File: config.mk
export PLATFORM = sky130hd
export DESIGN_NAME = paged_reg_writer
export DESIGN_NICKNAME = d
export VERILOG_FILES = /design/src/rtl/prw_pkg.sv /design/src/rtl/prw_track.sv /design/src/rtl/prw_delay.sv /design/src/rtl/prw_beat_out.sv /design/src/rtl/paged_reg_writer.sv
export SDC_FILE = /design/constraint.sdc
export NUM_CORES = 1
export LEC_CHECK = 0
export BUFFER_PORTS_ARGS = -buffer_cell sky130_fd_sc_hd__buf_2
export CAP_MARGIN = 5
export CORE_MARGIN = 2
export CORE_UTILIZATION = 30
export CTS_CLUSTER_DIAMETER = 150
export CTS_CLUSTER_SIZE = 10
export DETAILED_ROUTE_END_ITERATION = 10
export HOLD_SLACK_MARGIN = 0.08
export PLACE_DENSITY = 0.56
export SLEW_MARGIN = 20
export SYNTH_ARGS = -nofsm -noshare
export SYNTH_HDL_FRONTEND = slang
export SYNTH_HIERARCHICAL = 1
export SYNTH_SLANG_ARGS = --single-unit
File: constraint.sdc
create_clock -name clk -period 6.4 [get_ports clk]
set_input_delay 0.64 -clock clk [delete_from_list [all_inputs] [get_ports clk]]
set_output_delay 0.64 -clock clk [all_outputs]
set_load 0.005 [all_outputs]
File: src/rtl/prw_pkg.sv
package prw_pkg;

  typedef enum logic [1:0] {
    OP_WRITE = 2'd0,
    OP_DELAY = 2'd1,
    OP_END   = 2'd2,
    OP_NOP   = 2'd3
  } rec_op_e;

  typedef enum logic [3:0] {
    S_IDLE,
    S_ACC,
    S_PGREG,
    S_PGVAL,
    S_OFFS,
    S_DATA,
    S_WAIT,
    S_STOP,
    S_FIN
  } seq_state_e;

  localparam int          CMD_W        = 12;
  localparam logic [7:0]  PAGE_SEL_REG = 8'h01;

  function automatic logic [7:0] page_of(input logic [15:0] a);
    return a[15:8];
  endfunction

  function automatic logic [7:0] offs_of(input logic [15:0] a);
    return a[7:0];
  endfunction

  function automatic logic [15:0] next_addr(input logic [15:0] a);
    return a + 16'd1;
  endfunction

  // [11] stop, [10] write-multiple, [9] write, [8] read, [7] start, [6:0] device
  function automatic logic [CMD_W-1:0] pack_cmd(input logic [6:0] dev,
                                                 input logic st,
                                                 input logic wr,
                                                 input logic sp);
    return {sp, 1'b0, wr, 1'b0, st, dev};
  endfunction

endpackage

File: src/rtl/prw_track.sv
module prw_track import prw_pkg::*; (
  input  logic        clk,
  input  logic        rst,
  input  logic        clr_all,
  input  logic        clr_exp,
  input  logic        upd,
  input  logic [15:0] addr,
  output logic        need_page,
  output logic        need_addr
);
  logic        page_ok_q, exp_ok_q;
  logic [7:0]  page_q;
  logic [15:0] exp_q;

  assign need_page = !page_ok_q || (page_q != page_of(addr));
  assign need_addr = !exp_ok_q  || (exp_q  != addr) || need_page;

  always_ff @(posedge clk) begin
    if (rst || clr_all) begin
      page_ok_q <= 1'b0;
      exp_ok_q  <= 1'b0;
      page_q    <= '0;
      exp_q     <= '0;
    end else if (upd) begin
      page_ok_q <= 1'b1;
      page_q    <= page_of(addr);
      exp_ok_q  <= 1'b1;
      exp_q     <= next_addr(addr);
    end else if (clr_exp) begin
      exp_ok_q  <= 1'b0;
    end
  end
endmodule

File: src/rtl/prw_delay.sv
module prw_delay #(
  parameter int N = 16
) (
  input  logic clk,
  input  logic rst,
  input  logic load,
  input  logic tick,
  output logic done
);
  localparam int CW = $clog2(N + 1);
  logic [CW-1:0] cnt_q;

  assign done = (cnt_q == '0);

  always_ff @(posedge clk) begin
    if (rst)                cnt_q <= '0;
    else if (load)          cnt_q <= CW'(N);
    else if (tick && !done) cnt_q <= cnt_q - 1'b1;
  end
endmodule

File: src/rtl/prw_beat_out.sv
module prw_beat_out import prw_pkg::*; (
  input  logic             clk,
  input  logic             rst,
  input  logic             issue,
  input  logic [CMD_W-1:0] cmd_word,
  input  logic             has_wr,
  input  logic [7:0]       wr_byte,
  input  logic             cmd_ready,
  input  logic             wr_ready,
  output logic             cmd_valid,
  output logic [CMD_W-1:0] cmd_data,
  output logic             wr_valid,
  output logic [7:0]       wr_data,
  output logic             free,
  output logic             empty
);
  assign free  = (!cmd_valid || cmd_ready) && (!wr_valid || wr_ready);
  assign empty = !cmd_valid && !wr_valid;

  always_ff @(posedge clk) begin
    if (rst) begin
      cmd_valid <= 1'b0;
      wr_valid  <= 1'b0;
      cmd_data  <= '0;
      wr_data   <= '0;
    end else begin
      cmd_valid <= issue ? 1'b1   : (cmd_valid && !cmd_ready);
      wr_valid  <= issue ? has_wr : (wr_valid && !wr_ready);
      if (issue) cmd_data <= cmd_word;
      if (issue && has_wr) wr_data <= wr_byte;
    end
  end
endmodule

File: src/rtl/paged_reg_writer.sv
module paged_reg_writer import prw_pkg::*; #(
  parameter logic [6:0] DEV_ADDR     = 7'h74,
  parameter int         DELAY_CYCLES = 30_000_000,
  parameter bit         SIM_SPEEDUP  = 1'b0,
  parameter int         FAST_CYCLES  = 16
) (
  input  logic              clk,
  input  logic              rst,
  input  logic              start,
  output logic              busy,
  input  logic              rec_valid,
  output logic              rec_ready,
  input  logic [1:0]        rec_op,
  input  logic [15:0]       rec_addr,
  input  logic [7:0]        rec_data,
  output logic              cmd_valid,
  input  logic              cmd_ready,
  output logic [CMD_W-1:0]  cmd_data,
  output logic              wr_valid,
  input  logic              wr_ready,
  output logic [7:0]        wr_data
);
  localparam int DLY_N = SIM_SPEEDUP ? FAST_CYCLES : DELAY_CYCLES;

  seq_state_e  st_q, st_d;
  logic [15:0] addr_q;
  logic [7:0]  data_q;

  // named internal events
  logic rec_take, take_write, take_delay, take_end, sess_open;
  logic need_page, need_addr;
  logic beat_go, beat_start, beat_stop, beat_has_wr;
  logic [7:0] beat_byte;
  logic out_free, out_empty;
  logic dly_active, dly_done;

  assign rec_ready  = (st_q == S_ACC);
  assign busy       = (st_q != S_IDLE);
  assign rec_take   = rec_valid && rec_ready;
  assign take_write = rec_take && (rec_op_e'(rec_op) == OP_WRITE);
  assign take_delay = rec_take && (rec_op_e'(rec_op) == OP_DELAY);
  assign take_end   = rec_take && (rec_op_e'(rec_op) == OP_END);
  assign sess_open  = (st_q == S_IDLE) && start;
  assign dly_active = (st_q == S_WAIT);

  prw_track u_track (
    .clk       (clk),
    .rst       (rst),
    .clr_all   (sess_open),
    .clr_exp   (take_delay),
    .upd       (take_write),
    .addr      (rec_addr),
    .need_page (need_page),
    .need_addr (need_addr)
  );

  prw_delay #(.N(DLY_N)) u_delay (
    .clk  (clk),
    .rst  (rst),
    .load (take_delay),
    .tick (dly_active && out_empty),
    .done (dly_done)
  );

  prw_beat_out u_out (
    .clk       (clk),
    .rst       (rst),
    .issue     (beat_go),
    .cmd_word  (pack_cmd(DEV_ADDR, beat_start, !beat_stop, beat_stop)),
    .has_wr    (beat_has_wr),
    .wr_byte   (beat_byte),
    .cmd_ready (cmd_ready),
    .wr_ready  (wr_ready),
    .cmd_valid (cmd_valid),
    .cmd_data  (cmd_data),
    .wr_valid  (wr_valid),
    .wr_data   (wr_data),
    .free      (out_free),
    .empty     (out_empty)
  );

  always_comb begin
    st_d        = st_q;
    beat_go     = 1'b0;
    beat_start  = 1'b0;
    beat_stop   = 1'b0;
    beat_has_wr = 1'b1;
    beat_byte   = '0;
    case (st_q)
      S_IDLE: if (start) st_d = S_ACC;
      S_ACC: begin
        if (take_write)      st_d = need_page ? S_PGREG : (need_addr ? S_OFFS : S_DATA);
        else if (take_delay) st_d = S_WAIT;
        else if (take_end)   st_d = S_STOP;
      end
      S_PGREG: if (out_free) begin
        beat_go    = 1'b1;
        beat_start = 1'b1;
        beat_byte  = PAGE_SEL_REG;
        st_d       = S_PGVAL;
      end
      S_PGVAL: if (out_free) begin
        beat_go   = 1'b1;
        beat_byte = page_of(addr_q);
        st_d      = S_OFFS;
      end
      S_OFFS: if (out_free) begin
        beat_go    = 1'b1;
        beat_start = 1'b1;
        beat_byte  = offs_of(addr_q);
        st_d       = S_DATA;
      end
      S_DATA: if (out_free) begin
        beat_go   = 1'b1;
        beat_byte = data_q;
        st_d      = S_ACC;
      end
      S_WAIT: if (dly_done) st_d = S_ACC;
      S_STOP: if (out_free) begin
        beat_go     = 1'b1;
        beat_stop   = 1'b1;
        beat_has_wr = 1'b0;
        st_d        = S_FIN;
      end
      S_FIN: if (out_free) st_d = S_IDLE;
      default: st_d = S_IDLE;
    endcase
  end

  always_ff @(posedge clk) begin
    if (rst) begin
      st_q   <= S_IDLE;
      addr_q <= '0;
      data_q <= '0;
    end else begin
      st_q <= st_d;
      if (take_write) begin
        addr_q <= rec_addr;
        data_q <= rec_data;
      end
    end
  end
endmodule

Word level (Yosys, flattened, before mapping)
Cells that the tools add are included.
- add/sub/neg operators: 2
- equal/unequal tests: 21
- muxes and demuxes: 31
- reductions and logical operators: 36
- operators with widths (operator ; number):
    25-bit 2-to-1 mux ; 2
    4-bit 2-to-1 mux ; 11
    4-bit case mux with 9 select lines ; 1
    8-bit case mux with 4 select lines ; 1
    25-bit logical NOT ; 1
    25-bit by 1-bit subtractor with 25-bit output, second input constant ; 1
    8-bit 2-to-1 mux ; 3
    16-bit by 1-bit adder with 16-bit output, second input constant ; 1
    4-bit by 3-bit equality test with 1-bit output, second input constant ; 4
    16-bit inequality test ; 1
    2-bit inequality test, second input constant ; 7
    1-bit logical AND ; 12
    1-bit 2-to-1 mux ; 12
    9-bit AND reduction ; 1
    4-bit by 2-bit equality test with 1-bit output, second input constant ; 2
    1-bit logical NOT ; 8
    8-bit inequality test ; 1
    1-bit logical OR ; 6
    5-bit OR reduction ; 1
    4-bit by 1-bit equality test with 1-bit output, second input constant ; 1
    4-bit equality test, second input constant ; 1
    4-bit logical NOT ; 1
    4-bit by 1-bit inequality test with 1-bit output, second input constant ; 1
    2-bit nonzero test ; 2
    other kinds (7) ; 8
- bits in registers: 96
- input port bits: 32
- word-level logic and storage cells: 103

Longest topological paths before layout
Gate-level depths: netlist of the first run.
- word-level depth: 7
- mapped depth: 11

Hierarchy
Netlist of the first run, hierarchy kept.
- by module, submodules not included (module ; times used ; cells each ; area an instance (µm²) ; sequential area each (µm²)):
    paged_reg_writer ; 1 ; 208 ; 1565.3 ; 560.5
    prw_track ; 1 ; 172 ; 1506.4 ; 520.5
    prw_delay ; 1 ; 147 ; 1326.3 ; 500.5
    prw_beat_out ; 1 ; 85 ; 879.6 ; 440.4

Worst setup path before layout of the first run
Ideal clock, no wire load.
- kind: reg2reg
- start: register st_q[1]
- end: register u_delay.cnt_q[21]
- library setup time: 70 ps
- arrival time: 2690 ps
- data required time: 6330 ps
- setup slack: 3641 ps
- cell stages (with the launch flop): 11
- period minus slack after synthesis: 2759 ps
- cells stage by stage: dfxtp_1 > buf_6 > buf_2 > nand2_1 > nor3_1 > or3b_4 > or2_0 > or2_0 > buf_2 > or4_1 > a21oi_1
- cells in the longest elaborated chain, start to end: 4
- RTL lines (what ; RTL line ; source):
    start: declaration ; paged_reg_writer.sv:25 ; seq_state_e st_q, st_d;
    start signal: assignment ; paged_reg_writer.sv:136 ; st_q <= st_d;
    4-bit by 1-bit equality test with 1-bit output ; paged_reg_writer.sv:37 ; assign rec_ready = (st_q == S_ACC);
    1-bit logical AND ; paged_reg_writer.sv:39 ; assign rec_take = rec_valid && rec_ready;
    1-bit logical AND ; paged_reg_writer.sv:41 ; assign take_delay = rec_take && (rec_op_e'(rec_op) == OP_DELAY);
    2-bit OR reduction (no source line) ; n/a ;
    end signal: assignment ; prw_delay.sv:17 ; else if (load) cnt_q <= CW'(N);
    end signal: assignment ; prw_delay.sv:18 ; else if (tick && !done) cnt_q <= cnt_q - 1'b1;
    end: declaration ; prw_delay.sv:11 ; logic [CW-1:0] cnt_q;
Several ways; a longest one is shown, not always the timed one.
A chain may end at the register's enable or synchronous reset.

Worst setup path after layout of the first run
Ends and elaborated chain as after synthesis.

==> metrics.txt, run 1 <==
status complete, no violations; # Post-CTS Setup Buffers 0; IO Port Bufs 55; drt first-iter violations 217; # diodes 0; largest net degree at the start of global routing 72; Yosys cell types 76; slew margin rel. 40.9%; fin cells 872; syn avg cell area 8.62 um2; measured slew at the worst slew-check pin between 800 and 900 ps; Post-synth EDFFs 0; Crit path arrival time 3420 ps; Hold EP data_q[0]; CP peak stage delay around 760 ps; synth warn 6; met3 routed WL 505 um; routed wire length 12200 um; vias in the first global route 3910; # setup viols final 0; Final Cell Area 5910 um2; final worst path period share approximately half; Die X 137 um; post-CTS sizing 0; first-pass GRT wire length 19800 um; CTS root buffer clkbuf_16; crit path time final ~3100 ps; Synth Flop Type dfxtp_1; Pwr per Cell Area about 320 nW/um2; TritonRoute pass-1 iters 4; Filler Cells Inserted 1809; RSZ-0062 raised after global routing false; Inserted Clock Buffers 9; minimum hold slack 451 ps; Tightest Hold Check Type reg -> reg; path type of the worst setup path reg -> reg; core area 17200 um2; I/O pins 56; synthesized cell area approximately 5300 um2; # rows 48; Remaining DRCs 0; Req. time, crit path 6680 ps; Worst Clk Skew 6.64 ps; Die Y 137 um; ys async rst share 0%; Critical Path End Type register; pre-CTS setup slack between 3000 and 4000 ps; worst r2r src st_q[1]; FMAX 318 MHz; top cells by area, synth dfxtp_1, a21oi_1, nand2_1, mux2i_1, xnor2_1; worst-path maximum fanout 17; post-synthesis sequential area ratio 38.3%; flop2flop setup slack 3250 ps; GR Overflow Total 0; CP most frequent cell or2_0; hpwl dp 8350 um; Worst Path Buf+Inv 0; register bit total from synthesis 101; Core Util, Final 34.3%; Final Hold Fails 0; area post-placement around 5600 um2; Hold-fix buffers, CTS 0; Final #Nets a little under 700; worst reg2reg endpoint u_delay/cnt_q[21]; Starting Density 30.6%; clk buf depth 2; met2 WL 5650 um; all-layer global routing usage approximately an eighth; Reg clk slew, reported paths 70 ps; Synth Instances ~600; Clock Latency Late Sink 340 ps; CP max stage cell dfxtp_1; H-tree depth 3; die area ~19000 um2; antenna violations before repair 0; DRT antenna net count 0; Top Layer Used met4; area grow syn2layout 12.1%; GPL Wtd Cong 0.805; setup_tns 0 ps; Total Power 1.91 mW; CTS tree yes; layout cells sized above 1 18.7%; Leak roughly 2.1 nW; Worst Hold Path Cells 2; Vias around 4300; cell count after placement 858; Avg WL per Cell 14.0 um; R2R depth 7; Hold Crit Start data_q[0]; detail-routed via count per cell ~4.9; DRT met1 WL 5940 um; Slew Viols, Final 0; CP delay by family, top simple AND/OR/NAND/NOR gates; CP startpoint kind register; final worst slack 3250 ps; worst path cell trace nand2_1 > nor3_1 > or3b_4 > or2_0 > or2_0 > or4_1 > a21oi_1; Worst IR Drop VDD 0.171 mV; # clock sinks 101; top-area cell type share of the netlist area roughly two fifths; area leader, netlist dfxtp_1; Max Cap Violations 0
kinds of logic (layout without fill, tap and decap cells):
group	count (synthesis)	in the layout	synth area share [%]
AO/OA/AOI/OAI	133	133	16.7
XOR/XNOR	47	47	7.80
AND/OR/NAND/NOR	243	243	25.2
other	2	9	0.142
multiplexers	28	28	5.36
adder cells (fa/ha/maj)	2	2	0.474
buffers and inverters	56	84	6.02
flip-flops	101	101	38.3
synthesized netlist by cell type, types with 12 or more instances:
master    number
o21ai_0       17
clkbuf_1      16
nor2_1        58
or3_1         12
dfxtp_1      101
xor2_1        18
buf_2         12
nand2_1       76
xnor2_1       29
nand3_1       14
a21oi_1       58
mux2i_1       26
cells in the final DEF (no fill, tap or decap), drive strengths merged, types with 12 or more instances in the layout:
cell type  instances
a21oi             59
buf               57
dfxtp            101
inv               12
mux2i             26
nand2             77
nand3             17
nor2              60
o21ai             24
or3               14
xnor2             29
xor2              18
layer usage:
layer	vias to the layer above	GRT usage [%]
met5	-	0
met4	0	2.43
met3	9	2.81
met2	69	20.9
met1	2018	18.6
li1	2194	-
power by group:
group          total [mW]  internal [mW]  leakage, nW  switching (mW)
sequential          0.759          0.688        0.817          0.0708
clock               0.569          0.339        0.141           0.231
combinational       0.577          0.225         1.16           0.352
total                1.91           1.25         2.12           0.654
worst max-delay path by stage:
stage | from | to | slack (ps) | cells after the start
finish | st_q[1] | u_delay/cnt_q[21] | 3250 | 7
global route | st_q[1] | u_delay/cnt_q[19] | 3000 | 7
CTS | st_q[1] | u_delay/cnt_q[21] | 3250 | 7
detailed placement | st_q[1] | u_delay/cnt_q[21] | 3270 | 7
global placement | st_q[1] | u_delay/cnt_q[21] | 3290 | 7
floorplan | st_q[1] | u_delay/cnt_q[21] | 3640 | 10
tightest hold or removal path, cell delays in order, from the launching register on:
cell	delay, ps
dfxtp_1	310
nand2_1	50
a21oi_1	50
layout make-up:
class / count / area, um2 / share of cell area [%]
Timing Repair Buffer: 57 / 290 / 4.91
Multi-Input combinational cell: 462 / 2970 / 50.2
Sequential cell: 101 / 2020 / 34.2
Clock buffer: 10 / 229 / 3.87
Inverter: 13 / 50.0 / 0.846
Clock inverter: 4 / 75.1 / 1.27
Tap cell: 225 / 282 / 4.76
state kept, by name, indices dropped and copies added (netlist names):
name,cells
addr_q,16
data_q,8
st_q,4
u_delay/cnt_q,25
u_out/cmd_data,12
u_out/cmd_valid,1
u_out/wr_data,8
u_out/wr_valid,1
u_track/exp_ok_q,1
u_track/exp_q,16
u_track/page_ok_q,1
u_track/page_q,8
Note: power is estimated with default switching activity, not from simulation.
==> run 2: changes to the inputs <==
==> constraint.sdc (replaced) <==
create_clock -name clk -period 3.03 [get_ports clk]
set_input_delay 0.303 -clock clk [delete_from_list [all_inputs] [get_ports clk]]
set_output_delay 0.303 -clock clk [all_outputs]
set_load 0.005 [all_outputs]
==> run 2 against run 1 <==
  * Utilization rose by 0.32 points
  * Die area did not move
  * Fmax rose by 18%
  * Wire length rose by 0.40%
  * Global-route usage rose by 0.73 points
  * Clock power rose by 93%
  * Clock-buffer cell count rose by 2
  * Final cell count rose by 1.3%
  * Flip-flop and latch count did not move
  * Critical path depth rose by 2
  * Largest power group unchanged
==> metrics.txt, run 2 (synthesis gave the netlist of run 1 again) <==
# Post-CTS Setup Buffers 0; path type of the worst setup path reg -> reg; Final Hold Fails 0; all-layer global routing usage 13.9%; Flop pwr share 38.5%; largest net degree at the start of global routing 57; Worst Clk Skew 5.12 ps; measured slew at the worst slew-check pin just under 700 ps; # clock sinks 101; Tightest Hold Check Type in -> reg; DRT antenna net count 0; antenna violations before repair 0; worst-path maximum fanout 8; post-CTS sizing 0; CP startpoint kind register; FF+latch area 2020 um2; R2R depth 9; clk buf depth 2; IO Port Bufs 55; CTS root buffer clkbuf_16; GPL Wtd Cong approximately 0.77; setup_tns 0 ps; Die X 137 um; Req. time, crit path 3310 ps; TritonRoute pass-1 iters 5; # setup viols final 0; layout cells sized above 1 20.1%; die area 18700 um2; most frequent cells in the layout dfxtp_1, nand2_1, a21oi_1; CP Launch Point u_delay/cnt_q[0]; final worst path period share between 80% and 90%; Final #Nets 687; fin cells 883; core area 17200 um2; Max Cap Violations 0; # diodes 0; Inserted Clock Buffers 9; Hold EP data_q[3]; Hold Crit Start rec_data[3]; Leak 2.17 nW; power share of the clock group 27.7%; GR Overflow Total 0; drt first-iter violations 220; hpwl dp 8590 um; status complete, no violations; area grow syn2layout 13.1%; worst reg2reg endpoint st_q[0]; CTS tree yes; worst r2r src u_delay/cnt_q[0]; Clock Latency Late Sink approximately 350 ps; internal power 2.57 mW; Reg clk slew, reported paths 70 ps; area of the multi-input gates 2970 um2; Hold-fix buffers, CTS 0; Core Util, Final 34.6%; # rows between 40 and 50; first-pass GRT wire length slightly above 20000 um; Vias 4330; Avg WL per Cell between 10 and 15 um; P_sw roughly 1.4 mW; FMAX 374 MHz; Slew Viols, Final 0; H-tree depth 3; vias in the first global route 4010; flop2flop setup slack 350 ps; slew margin rel. a little over half; Remaining DRCs 0; cell count after placement 867; Die Y 137 um; Pwr per Cell Area between 600 and 700 nW/um2; Top reg by flops u_delay/cnt_q; Worst Hold Path Cells 3; detail-routed via count per cell 4.90; routed wire length approximately 12000 um; sw frac 35.1%; Total Power 3.97 mW; max reg flops 25; I/O pins 56; RSZ-0062 raised after global routing false; crit path time final approximately 2700 ps; Crit path arrival time 2960 ps; biggest regs u_delay/cnt_q (25), addr_q (16), u_track/exp_q (16); Starting Density a little under a third; Filler Cells Inserted 1825; commonest non-fill, non-tap cell in the layout dfxtp_1; Worst IR Drop VDD 0.352 mV; Critical Path End Type register; Comb pwr share around a third
[run 2: metrics by stage]
stage	instance area, um2	worst slack [ps]	hold WS (ps)
2_1_floorplan	5300	271	391
3_3_place_gp	5690	402	444
3_5_place_dp	5690	381	447
4_1_cts	5970	358	175
5_1_grt	5970	231	184
6_report	5970	354	185
[run 2: area by class of cell]
class / count / area share [%]
Clock buffer: 12 / 4.30
Clock inverter: 4 / 0.377
Inverter: 13 / 0.838
Multi-Input combinational cell: 462 / 49.7
Sequential cell: 101 / 33.9
Tap cell: 225 / 4.72
Timing Repair Buffer: 66 / 6.20
[run 2: metal layers]
layer | wire, um | up-vias | track usage (%)
li1 | - | 2218 | -
met3 | 493 | 9 | 4.22
met1 | 6200 | 2034 | 19.9
met4 | 99 | 0 | 3.13
met2 | 5430 | 69 | 20.6
met5 | 0 | - | 0
[run 2: power by group through the flow]
| stage | combinational [mW] | clock [mW] | sequential (mW) |
|---|---|---|---|
| detailed placement | 1.35 | 0 | 1.56 |
| global placement | 1.35 | 0 | 1.56 |
| global route | 1.50 | 1.20 | 1.54 |
| finish | 1.34 | 1.10 | 1.53 |
| CTS | 1.35 | 1.14 | 1.53 |
| floorplan | 1.07 | 0 | 1.56 |
[run 2: worst max path at each step]
stage                              to  slack, ps  cells after the start
detailed placement            st_q[0]        380                      9
global route                  st_q[0]        230                      9
finish                        st_q[0]        350                      9
floorplan           u_delay/cnt_q[21]        270                     10
global placement              st_q[0]        400                      9
CTS                           st_q[0]        360                      9
[run 2: critical path, cell delays in order (launching register included)]
cell and delay, ps:
dfxtp_1 310, inv_1 80, ha_1 190, or4b_4 510, or4_4 590, nor2_2 160
and3b_1 200, o211ai_2 180, o221a_4 210, mux2i_1 170
==> run 3: changes to the inputs <==
--- a/config.mk
+++ b/config.mk
@@ -5,6 +5,7 @@
 export SDC_FILE = /design/constraint.sdc
 export NUM_CORES = 1
 export LEC_CHECK = 0
+export ABC_AREA = 1
 export BUFFER_PORTS_ARGS = -buffer_cell sky130_fd_sc_hd__buf_2
 export CAP_MARGIN = 5
 export CORE_MARGIN = 2
==> run 3 against run 2 <==
  * Sequential power rose by 3%
  * Utilization shrank 0.27 points
  * Clock-buffer cell count is 3 lower
  * Final cell count increased by 31%
  * Area after synthesis increased by 6.7%
  * Largest cell class unchanged
  * Critical path type unchanged
  * Register-to-register slack improved by 440 ps
  * Global-route usage rose by 1.0 points
  * Synthesized cell count up 42%
==> metrics.txt, run 3 <==
worst-path maximum fanout 10; core area ~19000 um2; H-tree depth 3; DRT met1 WL 7140 um; GR Overflow Total 0; crit path time final 2230 ps; P_sw 1.78 mW; Remaining DRCs 0; met2 WL 6470 um; GPL Wtd Cong 0.817; Leak 2.92 nW; Tightest Hold Check Type in -> reg; Worst IR Drop VDD between 0.2 and 0.3 mV; register bit total from synthesis around 100; hpwl dp approximately 11000 um; Top reg by flops u_delay/cnt_q; Slew Viols, Final 0; DRT antenna net count 0; RSZ-0062 raised after global routing false; Flop pwr share 35.2%; Top Layer Used met4; Max Cap Violations 0; Clock Latency Late Sink 360 ps; routed wire length 14400 um; post-synthesis sequential area ratio roughly 36%; synthesized cell area around 5600 um2; Total Power 4.49 mW; cell count after placement 1142; sw frac between 30% and 40%; drt first-iter violations 365; Reg clk slew, reported paths 80 ps; # rows 50; max reg flops 25; Die X 141 um; Crit path arrival time 2460 ps; top-area cell type share of the netlist area 35.9%; syn avg cell area 6.49 um2; # diodes 0; synth warn 6; largest net degree at the start of global routing 59; Synth top cells by count nand2_1, nor2_1, dfxtp_1, inv_1, nand3_1; ys async rst share 0%; clk buf depth 2; Req. time, crit path about 3300 ps; TritonRoute pass-1 iters 6; Die Y approximately 140 um; detail-routed via count per cell 4.65; fin cells 1158; Post-synth EDFFs 0; Critical Path End Type register; top cells by area, synth dfxtp_1, nand2_1, nor2_1, inv_1, nand3_1; CTS tree yes; most frequent cells in the layout nand2_1, nor2_1, dfxtp_1; status complete, no violations; FMAX 448 MHz; power share of the clock group ~27%; Yosys cell types 38; commonest non-fill, non-tap cell in the layout nand2_1; biggest regs u_delay/cnt_q (25), addr_q (16), u_track/exp_q (16); Final Hold Fails 0; setup_tns 0 ps; IO Port Bufs 55; count leader, synth nand2_1; Starting Density 30.3%; Comb pwr share 37.6%; final worst path period share 73.7%; area grow syn2layout 13.4%; Final #Nets 953; internal power about 2.7 mW; all-layer global routing usage 15.0%; die area 19900 um2; Pwr per Cell Area 703 nW/um2; post-CTS sizing 0; Synth Instances about 870; minimum hold slack 187 ps; # setup viols final 0; # clock sinks just over 100; Vias around 5400; layout cells sized above 1 14.8%; Inserted Clock Buffers 9; I/O pins 56; flop2flop setup slack approximately 800 ps; # Post-CTS Setup Buffers 0; Synth Flop Type dfxtp_1; met3 routed WL 656 um; first-pass GRT wire length 24300 um; Worst Clk Skew 12.3 ps; area leader, netlist dfxtp_1; Hold-fix buffers, CTS 0; slew margin rel. 48.2%; path type of the worst setup path reg -> reg; measured slew at the worst slew-check pin 776 ps; Avg WL per Cell 12.5 um; antenna violations before repair 0; CTS root buffer clkbuf_16; vias in the first global route between 4000 and 5000; CP startpoint kind register
==> run 3: changes by cell type after synthesis, moves of 15 or more <==
cell / delta
inv_1: +72
inv_2: +15
mux2i_1: -26
nand2_1: +123
nand3_1: +39
nor2_1: +113
o21ai_0: +16
o21ai_1: +31
xnor2_1: -21
==> run 3: final timing paths <==
kind | start | end | cells past startpoint
max reg2reg | st_q[1] | u_out/wr_data[1] | 9
min | rec_data[4] | data_q[4] | 3
min reg2reg | u_out/wr_data[0] | u_out/wr_data[0] | 2
max | st_q[1] | u_out/wr_data[1] | 9
==> run 3: kinds of logic (layout without fill, tap and decap cells) <==
family	after synthesis	count (layout)	share of synthesized area, %
fa+ha+maj	2	2	0.444
flops	101	101	35.9
xor+xnor	23	23	3.58
buf+inv	127	176	9.94
simple gates	479	479	37.1
other cells	2	9	0.133
compound gates	134	134	12.9
==> run 3: cell type report <==
cell class	count	area, um2
clock buffers	9	225
clock inverters	7	81.3
fillers	2066	12200
inverters	101	384
multi-input cells	647	3070
flip-flops and latches	101	2020
well taps	234	293
repair buffers	59	305
==> run 3: metal layers <==
metal  track usage, %  vias up
li1                 -     2839
met1             20.4     2417
met2             24.0      109
met3             3.46       15
met4             3.84        0
met5                0        -
==> run 3: power by group through the flow <==
| stage | Combinational, mW | Clock [mW] | Sequential, mW |
|---|---|---|---|
| global route | 1.94 | 1.30 | 1.60 |
| CTS | 1.69 | 1.25 | 1.58 |
| detailed placement | 1.68 | 0 | 1.61 |
| global placement | 1.68 | 0 | 1.61 |
| floorplan | 1.31 | 0 | 1.60 |
| finish | 1.69 | 1.22 | 1.58 |
==> run 3: critical path, stage by stage (launching register included) <==
cell	delay [ps]
dfxtp_1	400
inv_2	60
nor2_1	230
nand2_1	210
inv_1	130
nor3_1	60
nor2_1	530
nand2_2	280
nand2_1	120
a21oi_1	70
==> run 3: stage by stage <==
step	worst slack, ps	area [um2]	util [%]
floorplan	1330	5660	-
global placement	888	6080	32.7
detailed placement	858	6080	32.7
CTS	801	6380	34.4
global route	511	6380	34.4
finish	797	6380	34.4
